**src/rtl/zp_pkg.sv**
```systemverilog
package zp_pkg;
  localparam int ADDR_W   = 20;
  localparam int HI_W     = 16;
  localparam int LO_W     = ADDR_W - HI_W;
  localparam int ZW       = 4;
  localparam int STOP_W   = 9;
  localparam int LINE_W   = STOP_W + 2;
  localparam int PITCH_A  = 1152;
  localparam int PITCH_B  = 1024;

  typedef struct packed {
    logic frameInit;
    logic lineFirst;
    logic pixel;
    logic rowAdvance;
    logic zoomOn;
  } zpStrobe_t;
endpackage

```
**src/rtl/zp_shadow.sv**
```systemverilog
module zp_shadow
  import zp_pkg::*;
(
  input  logic              clk,
  input  logic              rstN,
  input  logic              commit,
  input  logic              resSelIn,
  input  logic [HI_W-1:0]   panWordIn,
  input  logic [LO_W-1:0]   panLowIn,
  input  logic [ZW-1:0]     zoomM1In,
  input  logic [ZW-1:0]     lineOffIn,
  input  logic [ZW-1:0]     pixOffIn,
  input  logic [STOP_W-1:0] stopQuadIn,
  output logic              resSel,
  output logic [HI_W-1:0]   panWord,
  output logic [LO_W-1:0]   panLow,
  output logic [ZW-1:0]     zoomM1,
  output logic [ZW-1:0]     lineOff,
  output logic [ZW-1:0]     pixOff,
  output logic [STOP_W-1:0] stopQuad
);
  always_ff @(posedge clk) begin
    if (!rstN) begin
      resSel   <= 1'b0;
      panWord  <= '0;
      panLow   <= '0;
      zoomM1   <= '0;
      lineOff  <= '0;
      pixOff   <= '0;
      stopQuad <= '0;
    end else if (commit) begin
      resSel   <= resSelIn;
      panWord  <= panWordIn;
      panLow   <= panLowIn;
      zoomM1   <= zoomM1In;
      lineOff  <= lineOffIn;
      pixOff   <= pixOffIn;
      stopQuad <= stopQuadIn;
    end
  end

  // the working set moves only on a commit strobe
  a_r8_hold_between_commits: assert property (@(posedge clk) disable iff (!rstN)
    !commit |=> ($stable(zoomM1) && $stable(panWord) && $stable(stopQuad) && $stable(resSel)));
endmodule

```
**src/rtl/zp_ctrl.sv**
```systemverilog
module zp_ctrl
  import zp_pkg::*;
(
  input  logic              clk,
  input  logic              rstN,
  input  logic              de,
  input  logic              vBlank,
  input  logic [ZW-1:0]     zoomM1,
  input  logic [ZW-1:0]     lineOff,
  input  logic [STOP_W-1:0] stopQuad,
  output logic              commit,
  output zpStrobe_t         stb
);
  logic              dePrev, vbPrev, commitD;
  logic [LINE_W-1:0] lineNo, nextLine, stopLine;
  logic [ZW-1:0]     yRep, yStart;
  logic              lineEnd;

  always_ff @(posedge clk) begin
    if (!rstN) begin
      dePrev  <= 1'b0;
      vbPrev  <= 1'b0;
      commitD <= 1'b0;
    end else begin
      dePrev  <= de;
      vbPrev  <= vBlank;
      commitD <= commit;
    end
  end

  assign commit   = vBlank && !vbPrev;
  assign lineEnd  = dePrev && !de;
  assign stopLine = {stopQuad, 2'b00};
  assign nextLine = (&lineNo) ? lineNo : lineNo + LINE_W'(1);
  assign yStart   = (lineOff > zoomM1) ? zoomM1 : lineOff;

  always_comb begin
    stb.frameInit  = commitD;
    stb.lineFirst  = de && !dePrev;
    stb.pixel      = de;
    stb.zoomOn     = lineNo < stopLine;
    stb.rowAdvance = lineEnd && (!(nextLine < stopLine) || (yRep >= zoomM1));
  end

  always_ff @(posedge clk) begin
    if (!rstN) begin
      lineNo <= '0;
      yRep   <= '0;
    end else if (commitD) begin
      lineNo <= '0;
      yRep   <= yStart;
    end else if (lineEnd) begin
      lineNo <= nextLine;
      yRep   <= stb.rowAdvance ? '0 : yRep + ZW'(1);
    end
  end

  // the vertical repeat count never passes the zoom
  a_r5_yrep_bound: assert property (@(posedge clk) disable iff (!rstN)
    !commitD |-> (yRep <= zoomM1));
  // once past the stop line every line moves to a new row
  a_r7_unzoomed_advance: assert property (@(posedge clk) disable iff (!rstN)
    (lineEnd && !stb.zoomOn) |-> stb.rowAdvance);
endmodule

```
**src/rtl/zp_datapath.sv**
```systemverilog
module zp_datapath
  import zp_pkg::*;
(
  input  logic              clk,
  input  logic              rstN,
  input  zpStrobe_t         stb,
  input  logic              resSel,
  input  logic [HI_W-1:0]   panWord,
  input  logic [LO_W-1:0]   panLow,
  input  logic [ZW-1:0]     zoomM1,
  input  logic [ZW-1:0]     pixOff,
  output logic [ADDR_W-1:0] pixAddr,
  output logic              addrValid
);
  localparam logic [ADDR_W-1:0] PITCH_A_V = ADDR_W'(PITCH_A);
  localparam logic [ADDR_W-1:0] PITCH_B_V = ADDR_W'(PITCH_B);

  logic [ADDR_W-1:0] rowBase, xAddr, curAddr, pitch, origin;
  logic [ZW-1:0]     xRep, curRep, xStart, zEffM1;
  logic [ZW+1:0]     pOff4;

  assign origin = {panWord, panLow};
  assign pitch  = resSel ? PITCH_B_V : PITCH_A_V;
  assign zEffM1 = stb.zoomOn ? zoomM1 : '0;
  assign pOff4  = {pixOff, 2'b00};

  always_comb begin
    if (!stb.zoomOn)                     xStart = '0;
    else if (pOff4 > {2'b00, zoomM1})    xStart = zoomM1;
    else                                 xStart = pOff4[ZW-1:0];
    curAddr = stb.lineFirst ? rowBase : xAddr;
    curRep  = stb.lineFirst ? xStart  : xRep;
  end

  always_ff @(posedge clk) begin
    if (!rstN) begin
      rowBase <= '0;
    end else if (stb.frameInit) begin
      rowBase <= origin;
    end else if (stb.rowAdvance) begin
      rowBase <= rowBase + pitch;
    end
  end

  always_ff @(posedge clk) begin
    if (!rstN) begin
      xAddr     <= '0;
      xRep      <= '0;
      pixAddr   <= '0;
      addrValid <= 1'b0;
    end else begin
      addrValid <= stb.pixel;
      if (stb.pixel) begin
        pixAddr <= curAddr;
        if (curRep >= zEffM1) begin
          xAddr <= curAddr + ADDR_W'(1);
          xRep  <= '0;
        end else begin
          xAddr <= curAddr;
          xRep  <= curRep + ZW'(1);
        end
      end
    end
  end

  // inside a line the address holds or steps by one (R9: with wrap)
  a_r4_step_by_one: assert property (@(posedge clk) disable iff (!rstN)
    (stb.pixel && !stb.lineFirst) |=>
      (pixAddr == $past(pixAddr) || pixAddr == $past(pixAddr) + ADDR_W'(1)));
  // horizontal repeat count stays within the effective zoom
  a_r4_xrep_bound: assert property (@(posedge clk) disable iff (!rstN)
    (stb.pixel && !stb.lineFirst) |-> (xRep <= zEffM1));
  // the row base moves only at a row step or a new frame
  a_r5_row_stable: assert property (@(posedge clk) disable iff (!rstN)
    (!stb.frameInit && !stb.rowAdvance) |=> $stable(rowBase));
endmodule

```
**src/rtl/zp_scan_top.sv**
```systemverilog
module zp_scan_top
  import zp_pkg::*;
(
  input  logic        clk,
  input  logic        rstN,
  input  logic        vBlank,
  input  logic        de,
  input  logic        resSel,
  input  logic [15:0] panWord,
  input  logic [3:0]  panLow,
  input  logic [3:0]  zoomM1,
  input  logic [3:0]  lineOff,
  input  logic [3:0]  pixOff,
  input  logic [8:0]  stopQuad,
  output logic [19:0] pixAddr,
  output logic        addrValid
);
  logic              commit;
  zpStrobe_t         stb;
  logic              wResSel;
  logic [HI_W-1:0]   wPanWord;
  logic [LO_W-1:0]   wPanLow;
  logic [ZW-1:0]     wZoomM1, wLineOff, wPixOff;
  logic [STOP_W-1:0] wStopQuad;

  zp_shadow uShadow (
    .clk(clk), .rstN(rstN), .commit(commit),
    .resSelIn(resSel), .panWordIn(panWord), .panLowIn(panLow),
    .zoomM1In(zoomM1), .lineOffIn(lineOff), .pixOffIn(pixOff),
    .stopQuadIn(stopQuad),
    .resSel(wResSel), .panWord(wPanWord), .panLow(wPanLow),
    .zoomM1(wZoomM1), .lineOff(wLineOff), .pixOff(wPixOff),
    .stopQuad(wStopQuad)
  );

  zp_ctrl uCtrl (
    .clk(clk), .rstN(rstN), .de(de), .vBlank(vBlank),
    .zoomM1(wZoomM1), .lineOff(wLineOff), .stopQuad(wStopQuad),
    .commit(commit), .stb(stb)
  );

  zp_datapath uData (
    .clk(clk), .rstN(rstN), .stb(stb),
    .resSel(wResSel), .panWord(wPanWord), .panLow(wPanLow),
    .zoomM1(wZoomM1), .pixOff(wPixOff),
    .pixAddr(pixAddr), .addrValid(addrValid)
  );

  // one valid output per enabled pixel, one clock later
  a_r6_valid_tracks_de: assert property (@(posedge clk) disable iff (!rstN)
    1'b1 |=> (addrValid == $past(de)));
endmodule

```
**config.mk**
```make
export PLATFORM = sky130hd
export DESIGN_NAME = zp_scan_top
export DESIGN_NICKNAME = d
export VERILOG_FILES = /design/src/rtl/zp_pkg.sv /design/src/rtl/zp_shadow.sv /design/src/rtl/zp_ctrl.sv /design/src/rtl/zp_datapath.sv /design/src/rtl/zp_scan_top.sv
export SDC_FILE = /design/constraint.sdc
export NUM_CORES = 1
export LEC_CHECK = 0
export ABC_CLOCK_PERIOD_IN_PS = 4550
export CAP_MARGIN = 10
export CELL_PAD_IN_SITES_DETAIL_PLACEMENT = 1
export CELL_PAD_IN_SITES_GLOBAL_PLACEMENT = 1
export CORE_ASPECT_RATIO = 0.75
export CORE_UTILIZATION = 43
export DETAILED_ROUTE_END_ITERATION = 12
export GPL_ROUTABILITY_DRIVEN = 0
export HOLD_SLACK_MARGIN = 0.12
export PLACE_DENSITY_LB_ADDON = 0.1
export SLEW_MARGIN = 15
export SYNTH_ARGS = -nofsm -noshare
export SYNTH_HDL_FRONTEND = slang
export SYNTH_SLANG_ARGS = --single-unit
```
**constraint.sdc**
```tcl
create_clock -name clk -period 4.55 [get_ports clk]
set_input_delay 1.365 -clock clk [delete_from_list [all_inputs] [get_ports clk]]
set_output_delay 1.365 -clock clk [all_outputs]
set_load 0.05 [all_outputs]
```
* Yosys cells after proc, flatten, opt, wreduce, memory -nomap -nowiden
Cells that the tools add are included.
** Word-level totals
- Bits of input ports :: 46
- Output and inout bits :: 21
- Logic and storage cells :: 56
- Register bits after elaboration :: 124
** Operators by class
- $add $sub $neg :: 5
- Muxes and demuxes :: 15
- Order comparisons :: 6
- Reduce and logical (&&, ||, !) cells :: 13
- Bitwise gates (word level) :: 1
** Operators with widths (count)
- $mux W20 :: 4
- $mux W4 :: 9
- $lt A11 B11 Y1 :: 2
- $add A20 B1 Y20 const B :: 1
- $add A20 B20 Y20 :: 1
- $add A11 B1 Y11 const B :: 1
- $mux W11 :: 1
- $reduce_and A11 Y1 :: 1
- $add A4 B1 Y4 const B :: 2
- $ge A4 B4 Y1 :: 2
- $mux W8 :: 1
- $gt A6 B4 Y1 :: 1
- $gt A4 B4 Y1 :: 1
- $logic_and A1 B1 Y1 :: 4
- $logic_not A1 Y1 :: 4
- $reduce_bool A2 Y1 :: 2
- $reduce_or A2 Y1 :: 1
- $logic_or A1 B1 Y1 :: 1
- $not A1 Y1 :: 1

* Depth between registers and ports, before layout
Gate-level depths: netlist of run 1.
- Depth in word-level cells :: 9
- Depth in mapped cells :: 17
- Depth with buffers taken out :: 16

* Cells and area by module
From an unflattened synthesis of run 1, not the netlist that was laid out.
** Second synthesis, totals
- Cell total of the unflattened synthesis :: 759
- Area, all modules :: 6810.3 µm²
** Modules (own cells, without submodules)
- zp_datapath :: area an instance 3573.4 µm², times used 1, seq. area each 1301.2 µm², cells each 433
- zp_shadow :: area an instance 1630.3 µm², times used 1, seq. area each 840.8 µm², cells each 135
- zp_ctrl :: area an instance 1606.5 µm², times used 1, seq. area each 360.3 µm², cells each 191

* Worst setup path before layout of run 1
Ideal clock, no wire load.
- Kind :: input to register
- Start point :: input port de
- End point :: register uData.xAddr[8]
- Slack :: 0.305 ns
- Library setup time :: 0.117 ns
- Buffers on the path :: 4
- Arrival :: 4.128 ns
- Data required time :: 4.433 ns
- Stages on the path :: 17
- Cells stage by stage :: buf_2 nand2b_1 buf_4 clkbuf_1 nand2_1 o41ai_1 inv_1 ha_1 nand2b_1 a21o_1 nor2_1 a311oi_4 buf_2 nand4_1 o211ai_1 o41ai_1 a22o_1
** Between the ends
- Longest elaborated chain between the ends :: 4
- Elaborated cells on any way between the ends :: 6
- Those cells by class :: add/sub (1); order compare (1); mux (3); reduce/logical (1)
** RTL lines
- start, declared :: RTL line zp_scan_top.sv:7 : input logic de,
- $logic_and A1 B1 Y1 :: RTL line zp_ctrl.sv:39 : stb.lineFirst = de && !dePrev;
- $mux W20 / $mux W4 (equally long branches) :: RTL line zp_datapath.sv:31, zp_datapath.sv:32
- $add A20 B1 Y20 / $ge A4 B4 Y1 (equally long branches) :: RTL line zp_datapath.sv:56, zp_datapath.sv:55
- $mux W20 :: RTL line zp_datapath.sv:55 : if (curRep >= zEffM1) begin
- end signal, assigned :: RTL line zp_datapath.sv:56 : xAddr <= curAddr + ADDR_W'(1);
- end signal, assigned :: RTL line zp_datapath.sv:59 : xAddr <= curAddr;
- end, declared :: RTL line zp_datapath.sv:18 : logic [ADDR_W-1:0] rowBase, xAddr, curAddr, pitch, origin;
Parallel ways exist; a longest one is shown, timed or not.
A chain may end at the register's enable or synchronous reset.

* Worst setup path after layout of run 1
- Start point :: register uCtrl.lineNo[8]
- End point :: register uData.xAddr[5]
** Between the ends
- Longest elaborated chain between the ends :: 5
- Elaborated cells on any way between the ends :: 6
- Those cells by class :: order compare (2); mux (4)
** RTL lines
- start, declared :: RTL line zp_ctrl.sv:15 : logic [LINE_W-1:0] lineNo, nextLine, stopLine;
- start signal, assigned :: RTL line zp_ctrl.sv:53 : lineNo <= nextLine;
- $lt A11 B11 Y1 (*) :: RTL line zp_ctrl.sv:41 : stb.zoomOn = lineNo < stopLine;
- $mux W4 :: RTL line zp_datapath.sv:28 : if (!stb.zoomOn) xStart = '0;
- $mux W4 :: RTL line zp_datapath.sv:32 : curRep = stb.lineFirst ? xStart : xRep;
- $ge A4 B4 Y1 (*) :: RTL line zp_datapath.sv:55
- $mux W20 (*) :: RTL line zp_datapath.sv:55
Mark *: on every way between the ends. The rest lies on a longest branch, timed or not.

==> flow_summary.ini, run 1 <==
[outcome]
status = complete, no violations

[sta]
worst_pin_slew_ns = 0.704
rsz0062_at_grt = false
finalMaxSlewViolations = 0
tns_ns = 0
max_slew_margin_pct = 53.0
setup_viol = 0
skew_ns = 0.00715
period_share_pct = 91.7
hold_viol_final = 0
fin_crit_ns = 4.17
fin_ws_ns = 0.380
fmax_mhz = 240

[floorplan]
num_rows = 39
die_h_um = 112
die_x_um = 149
die_area_um2 = 16700
boundaryPins = 67
initial_core_util_pct = 44.8
core_area_um2 = 15500

[global_routing]
overflow = 0
grt_antenna_before_repair = 0
track_usage_pct = 27.3
grt_max_degree = 69
grt_pass1_wl_um = 35500
grt_pass1_vias = 6913

[yosys]
yosysSeqAreaShare_pct = 35.7
synth_enable_flop_cells = 0
synth_area_leaders = dfxtp_1 (36%), nand2_1 (7.6%), mux2i_1 (6.5%)
syn_area_per_cell_um2 = 8.10
synth_top_area_cell = dfxtp_1
synth_most_common_cell = nand2_1
syn-cell-area_um2 = 6950
ys_seq_elements = 124
yosys-top-cells-count = nand2_1 (140), dfxtp_1 (124), nor2_1 (82)
async_reset_ff_share_pct = 0
synthCells = 858
yosysWarnings = 0
synthFlopType = dfxtp_1
synth_cell_types = 66
synth_top_area_share_pct = 35.7
syn_nets = 939

[setup_path]
path_class = register to register
cp.arrival_ns = 4.52
start_kind = register
cp_num_buf_inv = 1
endpoint_kind = register
max_stage_delay_ns = 0.54
crit_required_ns = 4.90
cpMaxStageDelayCell = a311oi_2
critical-path-top-delay-family = compound AO/OA/AOI/OAI gates
cp_cell_sequence = ha_1 -> a21oi_1 -> o21ai_0 -> a211o_2 -> o41ai_1 -> inv_1 -> ha_1 -> nand2b_1 -> a21o_1 -> a21oi_1 -> o21ai_0 -> a311oi_2 -> nor2_1 -> a41o_1 -> a211oi_1
crit_fanout = 8

[cts]
cts_sinks = 124
ctsHtreeMaxLevel = 4
clk_pin_slew_ns = 0.06
cts_setup_buffers = 0
cts_tree = yes
numCtsBuffers = 17
clock_latency_ns = 0.43
cts_hold_buf = 0
cts_buffer_depth = 2
cts_resized = 0
cts_root_buffer = clkbuf_16

[power_and_ir_drop]
power_density_nw_per_um2 = 365
p_seq_share_pct = 39.0
p_clk_share_pct = 45.8
switching_share_pct = 28.4
combinationalPowerShare_pct = 15.1
switchingPower_uw = 872
p_leak_nw = 3.21
p_int_mw = 2.20
irDropWorstVdd_uv = 243

[min_path]
min_path_type = register to register

[route]
drt_pass1_iterations = 4
detail_route.wl_per_cell_um = 19.1
drt_iter0_markers = 337
drc = 0
wirelength_um = 21500
vias_per_cell = 5.88
ant_nets = 0
dr_total_vias = 6627

[placed_design]
portBuffers = 66
preCtsSetupSlack_ns = 0.195
place_area_um2 = 7800
dp_hpwl_um = 15600

[finish]
final_nets = 990
stdcell_area_um2 = 8410
drive_gt1_share_pct = 8.24
postLayoutCoreUtil_pct = 54.2
area_growth_syn_to_layout_pct = 21.0
antennaDiodeCount = 0

[job]
max-cap-violations = 0
-- placed cells by master, fill, tap and decap left out, types with 4 or more instances in the layout --
| cell type | instances |
|---|---|
| nand2_1 | 140 |
| a31oi_1 | 7 |
| inv_1 | 25 |
| nand3b_1 | 7 |
| a221o_1 | 4 |
| mux2i_1 | 45 |
| a21o_1 | 6 |
| nor3_1 | 15 |
| and4_1 | 4 |
| clkdlybuf4s50_1 | 65 |
| nand3_1 | 31 |
| o21ai_0 | 21 |
| xnor2_1 | 18 |
| a22oi_1 | 5 |
| a211oi_1 | 21 |
| nand2b_1 | 5 |
| and2_1 | 4 |
| clkbuf_16 | 17 |
| nand4_1 | 14 |
| or2_2 | 4 |
| o31ai_1 | 6 |
| and3_1 | 12 |
| a221oi_1 | 5 |
| nor2_1 | 82 |
| nor2b_1 | 8 |
| o211ai_1 | 10 |
| ha_1 | 35 |
| dfxtp_1 | 124 |
| clkinv_4 | 5 |
| a21oi_1 | 76 |
| buf_4 | 22 |
| xor2_1 | 14 |
-- state kept, by name, indices dropped and copies added, names as in the netlist --
| signal | cells |
|---|---|
| uCtrl.dePrev | 1 |
| uShadow.lineOff | 4 |
| uData.xAddr | 20 |
| uData.xRep | 4 |
| uShadow.panWord | 16 |
| uShadow.panLow | 4 |
| uShadow.pixOff | 4 |
| uData.pixAddr | 20 |
| uCtrl.commitD | 1 |
| uShadow.resSel | 1 |
| uData.rowBase | 20 |
| uCtrl.yRep | 4 |
| uCtrl.vbPrev | 1 |
| uCtrl.lineNo | 11 |
| uShadow.zoomM1 | 4 |
| uShadow.stopQuad | 9 |
-- per-stage QoR --
stage / std cells / hold WS, ns / power, mW
after global placement: 1095 / 0.446 / 1.65
after detailed placement: 1095 / 0.454 / 1.68
after CTS: 1127 / 0.462 / 3.09
after global routing: 1127 / 0.475 / 3.19
final: 1127 / 0.456 / 3.07
after floorplan: 858 / 0.433 / 1.51
-- final timing paths --
check,endpoint,from,slack (ns),cells after the start
setup / recovery,uData.xAddr[5],uCtrl.lineNo[8],0.38,15
setup reg to reg,uData.xAddr[5],uCtrl.lineNo[8],0.38,15
hold / removal,uShadow.stopQuad[3],uShadow.stopQuad[3],0.46,2
hold reg to reg,uShadow.stopQuad[3],uShadow.stopQuad[3],0.46,2
-- tightest hold or removal path, cell delays in order (launching register included) --
cell	delay (ns)
dfxtp_1	0.31
nand2_1	0.05
a21oi_1	0.05
-- kinds of logic (layout without fill, tap and decap cells) --
logic type	after synthesis	in the layout	synth area share, %
buffers and inverters	82	146	4.79
xor gates and xnor gates	32	32	4.03
muxes	49	49	7.19
and+or+nand+nor	336	336	21.9
DFF	124	124	35.7
adders and majority gates	35	35	6.30
AOI/OAI and AO/OA	200	200	20.0
-- final cells by class --
cell class,instances,area (µm²)
Fill cell,1860,7110
Multi-Input combinational cell,652,4140
Sequential cell,124,2480
Timing Repair Buffer,88,821
Clock buffer,18,439
Tap cell,205,256
Clock inverter,14,171
Inverter,26,97.6
-- power groups by stage --
stage	sequential (mW)	combinational, mW	clock [mW]
finish	1.20	0.464	1.41
global route	1.20	0.507	1.48
CTS	1.20	0.465	1.43
detailed placement	1.22	0.459	0
global placement	1.21	0.440	0
floorplan	1.23	0.278	0
-- layer usage --
metal  track usage [%]  up-vias  share of wire, %
li1                  -     3160                 -
met1              36.4     3288                48
met2              44.4      153                46
met3              5.45       26               4.7
met4              8.44        0               1.2
met5                 0        -                 0
(Power assumes the default switching activity.)
==> inputs of run 2 (changes only) <==
REMOVE_ABC_BUFFERS = 1   (was not set)
==> flow_summary.ini, run 2 (synthesis results as in run 1) <==
[route]
wl_met3_um = 864
wirelength_um = 21100
wl_met1_um = 9820
drc = 0
detail_route.wl_per_cell_um = 18.7
top_layer_used = met4
ant_nets = 0
vias_per_cell = 5.77
drt_pass1_iterations = 5
dr_total_vias = 6495
drt_iter0_markers = 376
wl_met2_um = 10000

[setup_path]
cpMaxStageDelayCell = dfxtp_1
endpoint_kind = register
cp_cell_sequence = ha_1 -> a21oi_1 -> o21ai_0 -> a211o_2 -> o41ai_2 -> inv_1 -> ha_1 -> nand2b_1 -> a21o_1 -> a21boi_2 -> or2_1 -> nand4b_1 -> xnor2_1 -> a221o_1
crit_fanout = 9
crit_path_frequent_cell = ha_1
max_stage_delay_ns = 0.47
reg2reg_depth = 14
cp.arrival_ns = 4.48
start_kind = register
crit_required_ns = 4.87
critical-path-top-delay-family = compound AO/OA/AOI/OAI gates
path_class = register to register
cp_num_buf_inv = 1
regToRegStartpoint = uCtrl.lineNo[8]
crit_start = uCtrl.lineNo[8]
worst-path-stages = 14

[finish]
multi_input_area_um2 = 4170
top_regs = uData.pixAddr: 20 flops, uData.rowBase: 20 flops, uData.xAddr: 20 flops
regArea_um2 = 2480
layout_commonest_cell = nand2_1
final_nets = 988
area_growth_syn_to_layout_pct = 21.3
drive_gt1_share_pct = 8.26
fill_cells = 1875
final_cell_mix = nand2_1 (140), dfxtp_1 (124), nor2_1 (82), a21oi_1 (76), clkdlybuf4s50_1 (65)
antennaDiodeCount = 0

[placed_design]
dp_hpwl_um = 14500
portBuffers = 66
preCtsSetupSlack_ns = 0.0373

[sta]
finalMaxSlewViolations = 0
fmax_mhz = 240
tns_ns = 0
skew_ns = 0.00766
max_slew_margin_pct = 34.0
setup_viol = 0
fin_crit_ns = 4.16
worst_pin_slew_ns = 0.988
fin_ws_ns = 0.389
rsz0062_at_grt = false
period_share_pct = 91.5
hold_viol_final = 0

[cts]
cts_buffer_depth = 2
cts_setup_buffers = 0
cts_root_buffer = clkbuf_16
cts_sinks = 124
clk_pin_slew_ns = 0.06
numCtsBuffers = 17
ctsHtreeMaxLevel = 4
clock_latency_ns = 0.43
cts_tree = yes

[global_routing]
grt_max_degree = 62
grt_pass1_wl_um = 35000
track_usage_pct = 26.5
overflow = 0
grt_pass1_vias = 6838
grt_antenna_before_repair = 0

[power_and_ir_drop]
power_density_nw_per_um2 = 366
switching_share_pct = 28.9
combinationalPowerShare_pct = 15.2
p_seq_share_pct = 38.7
switchingPower_uw = 891
p_int_mw = 2.19
p_leak_nw = 3.22
irDropWorstVdd_uv = 232
p_clk_share_pct = 46.1

[floorplan]
boundaryPins = 67
die_h_um = 112
die_area_um2 = 16700
die_x_um = 149
initial_core_util_pct = 44.8
num_rows = 39
core_area_um2 = 15500

[outcome]
status = complete, no violations

[min_path]
min_from = uShadow.stopQuad[6]
whs_path_depth = 2
min_path_type = register to register

[job]
max-cap-violations = 0
[run 2: final timing paths]
path	endpoint	slack, ns
worst min register to register	uShadow.stopQuad[6]	0.46
worst max-delay path	uData.xAddr[18]	0.39
worst max register to register	uData.xAddr[18]	0.39
worst min-delay path	uShadow.stopQuad[6]	0.46
[run 2: repair_timing]
item / 4_1_cts / 5_1_grt
hold buffers: 0 / 0
gates resized for setup: 0 / 3
endpoints found under the setup margin: 0 / 16
[run 2: per-stage QoR]
step | total power [mW] | hold WS [ns] | area [µm²] | cells | utilization (%)
after global routing | 3.21 | 0.478 | 8430 | 1125 | 54.3
after global placement | 1.65 | 0.446 | 7790 | 1093 | 50.2
final | 3.08 | 0.459 | 8430 | 1125 | 54.3
after detailed placement | 1.67 | 0.454 | 7790 | 1093 | 50.2
after CTS | 3.10 | 0.462 | 8400 | 1125 | 54.2
after floorplan | 1.48 | 0.433 | 6710 | 802 | -
[run 2: metal layers]
metal / track usage [%] / up-vias
met3: 5.20 / 24
met2: 44.2 / 138
li1: - / 3154
met1: 34.6 / 3179
met4: 8.10 / 0
met5: 0 / -
[run 2: power groups by stage]
stage          registers, mW  clock network, mW  logic, mW
6_report                1.19               1.42      0.469
3_3_place_gp            1.21                  0      0.438
5_1_grt                 1.20               1.50      0.511
2_1_floorplan           1.24                  0      0.242
3_5_place_dp            1.21                  0      0.458
4_1_cts                 1.19               1.45      0.466
[run 2: tightest hold or removal path: stages (launching register included)]
cell and delay [ns]:
dfxtp_1 0.31, nand2_1 0.05, a21oi_1 0.05
[run 2: cell type report]
cell class | count | area share [%]
clock inverters | 15 | 2.24
well taps | 205 | 3.04
flip-flops and latches | 124 | 29.5
multi-input cells | 652 | 49.5
inverters | 26 | 1.16
repair buffers | 86 | 9.56
clock buffers | 17 | 5.05
==> inputs of run 3 (changes only) <==
MAX_ROUTING_LAYER = met4   (was not set)
==> flow_summary.ini, run 3 (synthesis results as in run 1) <==
[outcome]
status = complete, no violations

[cts]
clk_pin_slew_ns = 0.06
cts_tree = yes
ctsHtreeMaxLevel = 4
cts_buffer_depth = 2
cts_sinks = 124
clock_latency_ns = 0.43
cts_hold_buf = 0
cts_setup_buffers = 0
cts_root_buffer = clkbuf_16
numCtsBuffers = 17
cts_resized = 0

[global_routing]
grt_max_degree = 62
track_usage_pct = 27.3
grt_pass1_wl_um = 35000
grt_antenna_before_repair = 0
grt_pass1_vias = 6833
overflow = 0

[power_and_ir_drop]
p_leak_nw = 3.22
power_density_nw_per_um2 = 366
irDropWorstVdd_uv = 232

[route]
vias_per_cell = 5.77
drt_iter0_markers = 364
drt_pass1_iterations = 5
detail_route.wl_per_cell_um = 18.8
wirelength_um = 21100
ant_nets = 0
drc = 0
dr_total_vias = 6489

[finish]
finalNonFillerCells = 1125
stdcell_area_um2 = 8430
regArea_um2 = 2480
postLayoutCoreUtil_pct = 54.3
fill_cells = 1875
antennaDiodeCount = 0
layout_commonest_cell = nand2_1
drive_gt1_share_pct = 8.26
top_regs = uData.pixAddr: 20 flops, uData.rowBase: 20 flops, uData.xAddr: 20 flops
final_nets = 988
area_growth_syn_to_layout_pct = 21.3
multi_input_area_um2 = 4170
final_cell_mix = nand2_1 (140), dfxtp_1 (124), nor2_1 (82), a21oi_1 (76), clkdlybuf4s50_1 (65)

[placed_design]
place_area_um2 = 7790
post-place-cells = 1093
portBuffers = 66
preCtsSetupSlack_ns = 0.0373
dp_hpwl_um = 14500

[floorplan]
initial_core_util_pct = 44.8
die_x_um = 149
die_h_um = 112
die_area_um2 = 16700
num_rows = 39
core_area_um2 = 15500
boundaryPins = 67

[setup_path]
crit_fanout = 8
crit_required_ns = 4.84
cp.arrival_ns = 4.47
path_class = register to register
start_kind = register
endpoint_kind = register

[sta]
tns_ns = 0
period_share_pct = 91.8
setup_viol = 0
rsz0062_at_grt = false
finalMaxSlewViolations = 0
fin_ws_ns = 0.374
fin_crit_ns = 4.18
skew_ns = 0.00783
max_slew_margin_pct = 34.1
hold_viol_final = 0
worst_pin_slew_ns = 0.986
fmax_mhz = 239

[min_path]
min_path_type = register to register

[job]
max-cap-violations = 0
run 3: routing by layer:
layer	routed length (µm)	GRT usage, %	vias up
met5	0	-	-
met3	850	5.20	30
li1	-	-	3154
met2	9980	44.2	140
met1	9890	34.6	3165
met4	378	8.03	0
run 3: final timing paths:
kind              startpoint              to  slack, ns  cells past startpoint
max          uCtrl.lineNo[8]  uData.xAddr[2]       0.37                     16
min reg2reg   uShadow.resSel  uShadow.resSel       0.46                      2
max reg2reg  uCtrl.lineNo[8]  uData.xAddr[2]       0.37                     16
min           uShadow.resSel  uShadow.resSel       0.46                      2
run 3: layout make-up:
type,instances,share of cell area (%)
multi-input cells,652,49.5
inverters,26,1.16
flip-flops and latches,124,29.5
clock inverters,15,2.24
repair buffers,86,9.56
clock buffers,17,5.05
well taps,205,3.04
run 3: metrics by stage:
| stage | hold WS (ns) | power (mW) |
|---|---|---|
| final | 0.459 | 3.08 |
| after global routing | 0.478 | 3.21 |
| after CTS | 0.462 | 3.10 |
| after detailed placement | 0.454 | 1.67 |
| after global placement | 0.446 | 1.65 |
| after floorplan | 0.433 | 1.48 |
run 3: critical path, stage by stage, from the launching register on:
cell and delay, ns:
dfxtp_1 0.47, ha_1 0.30, a21oi_1 0.13, o21ai_0 0.20, a211o_2 0.46, o41ai_2 0.35
inv_1 0.13, ha_1 0.32, nand2b_1 0.15, a21o_1 0.22, a21oi_1 0.11, o21ai_0 0.14
a311oi_4 0.49, buf_4 0.25, nand3b_1 0.15, xnor2_1 0.14, nor2_1 0.06
run 3: report_power, final:
| group | total [mW] | internal, mW | switching, mW |
|---|---|---|---|
| clock | 1.42 | 0.870 | 0.551 |
| combinational | 0.469 | 0.183 | 0.286 |
| sequential | 1.19 | 1.14 | 0.0533 |
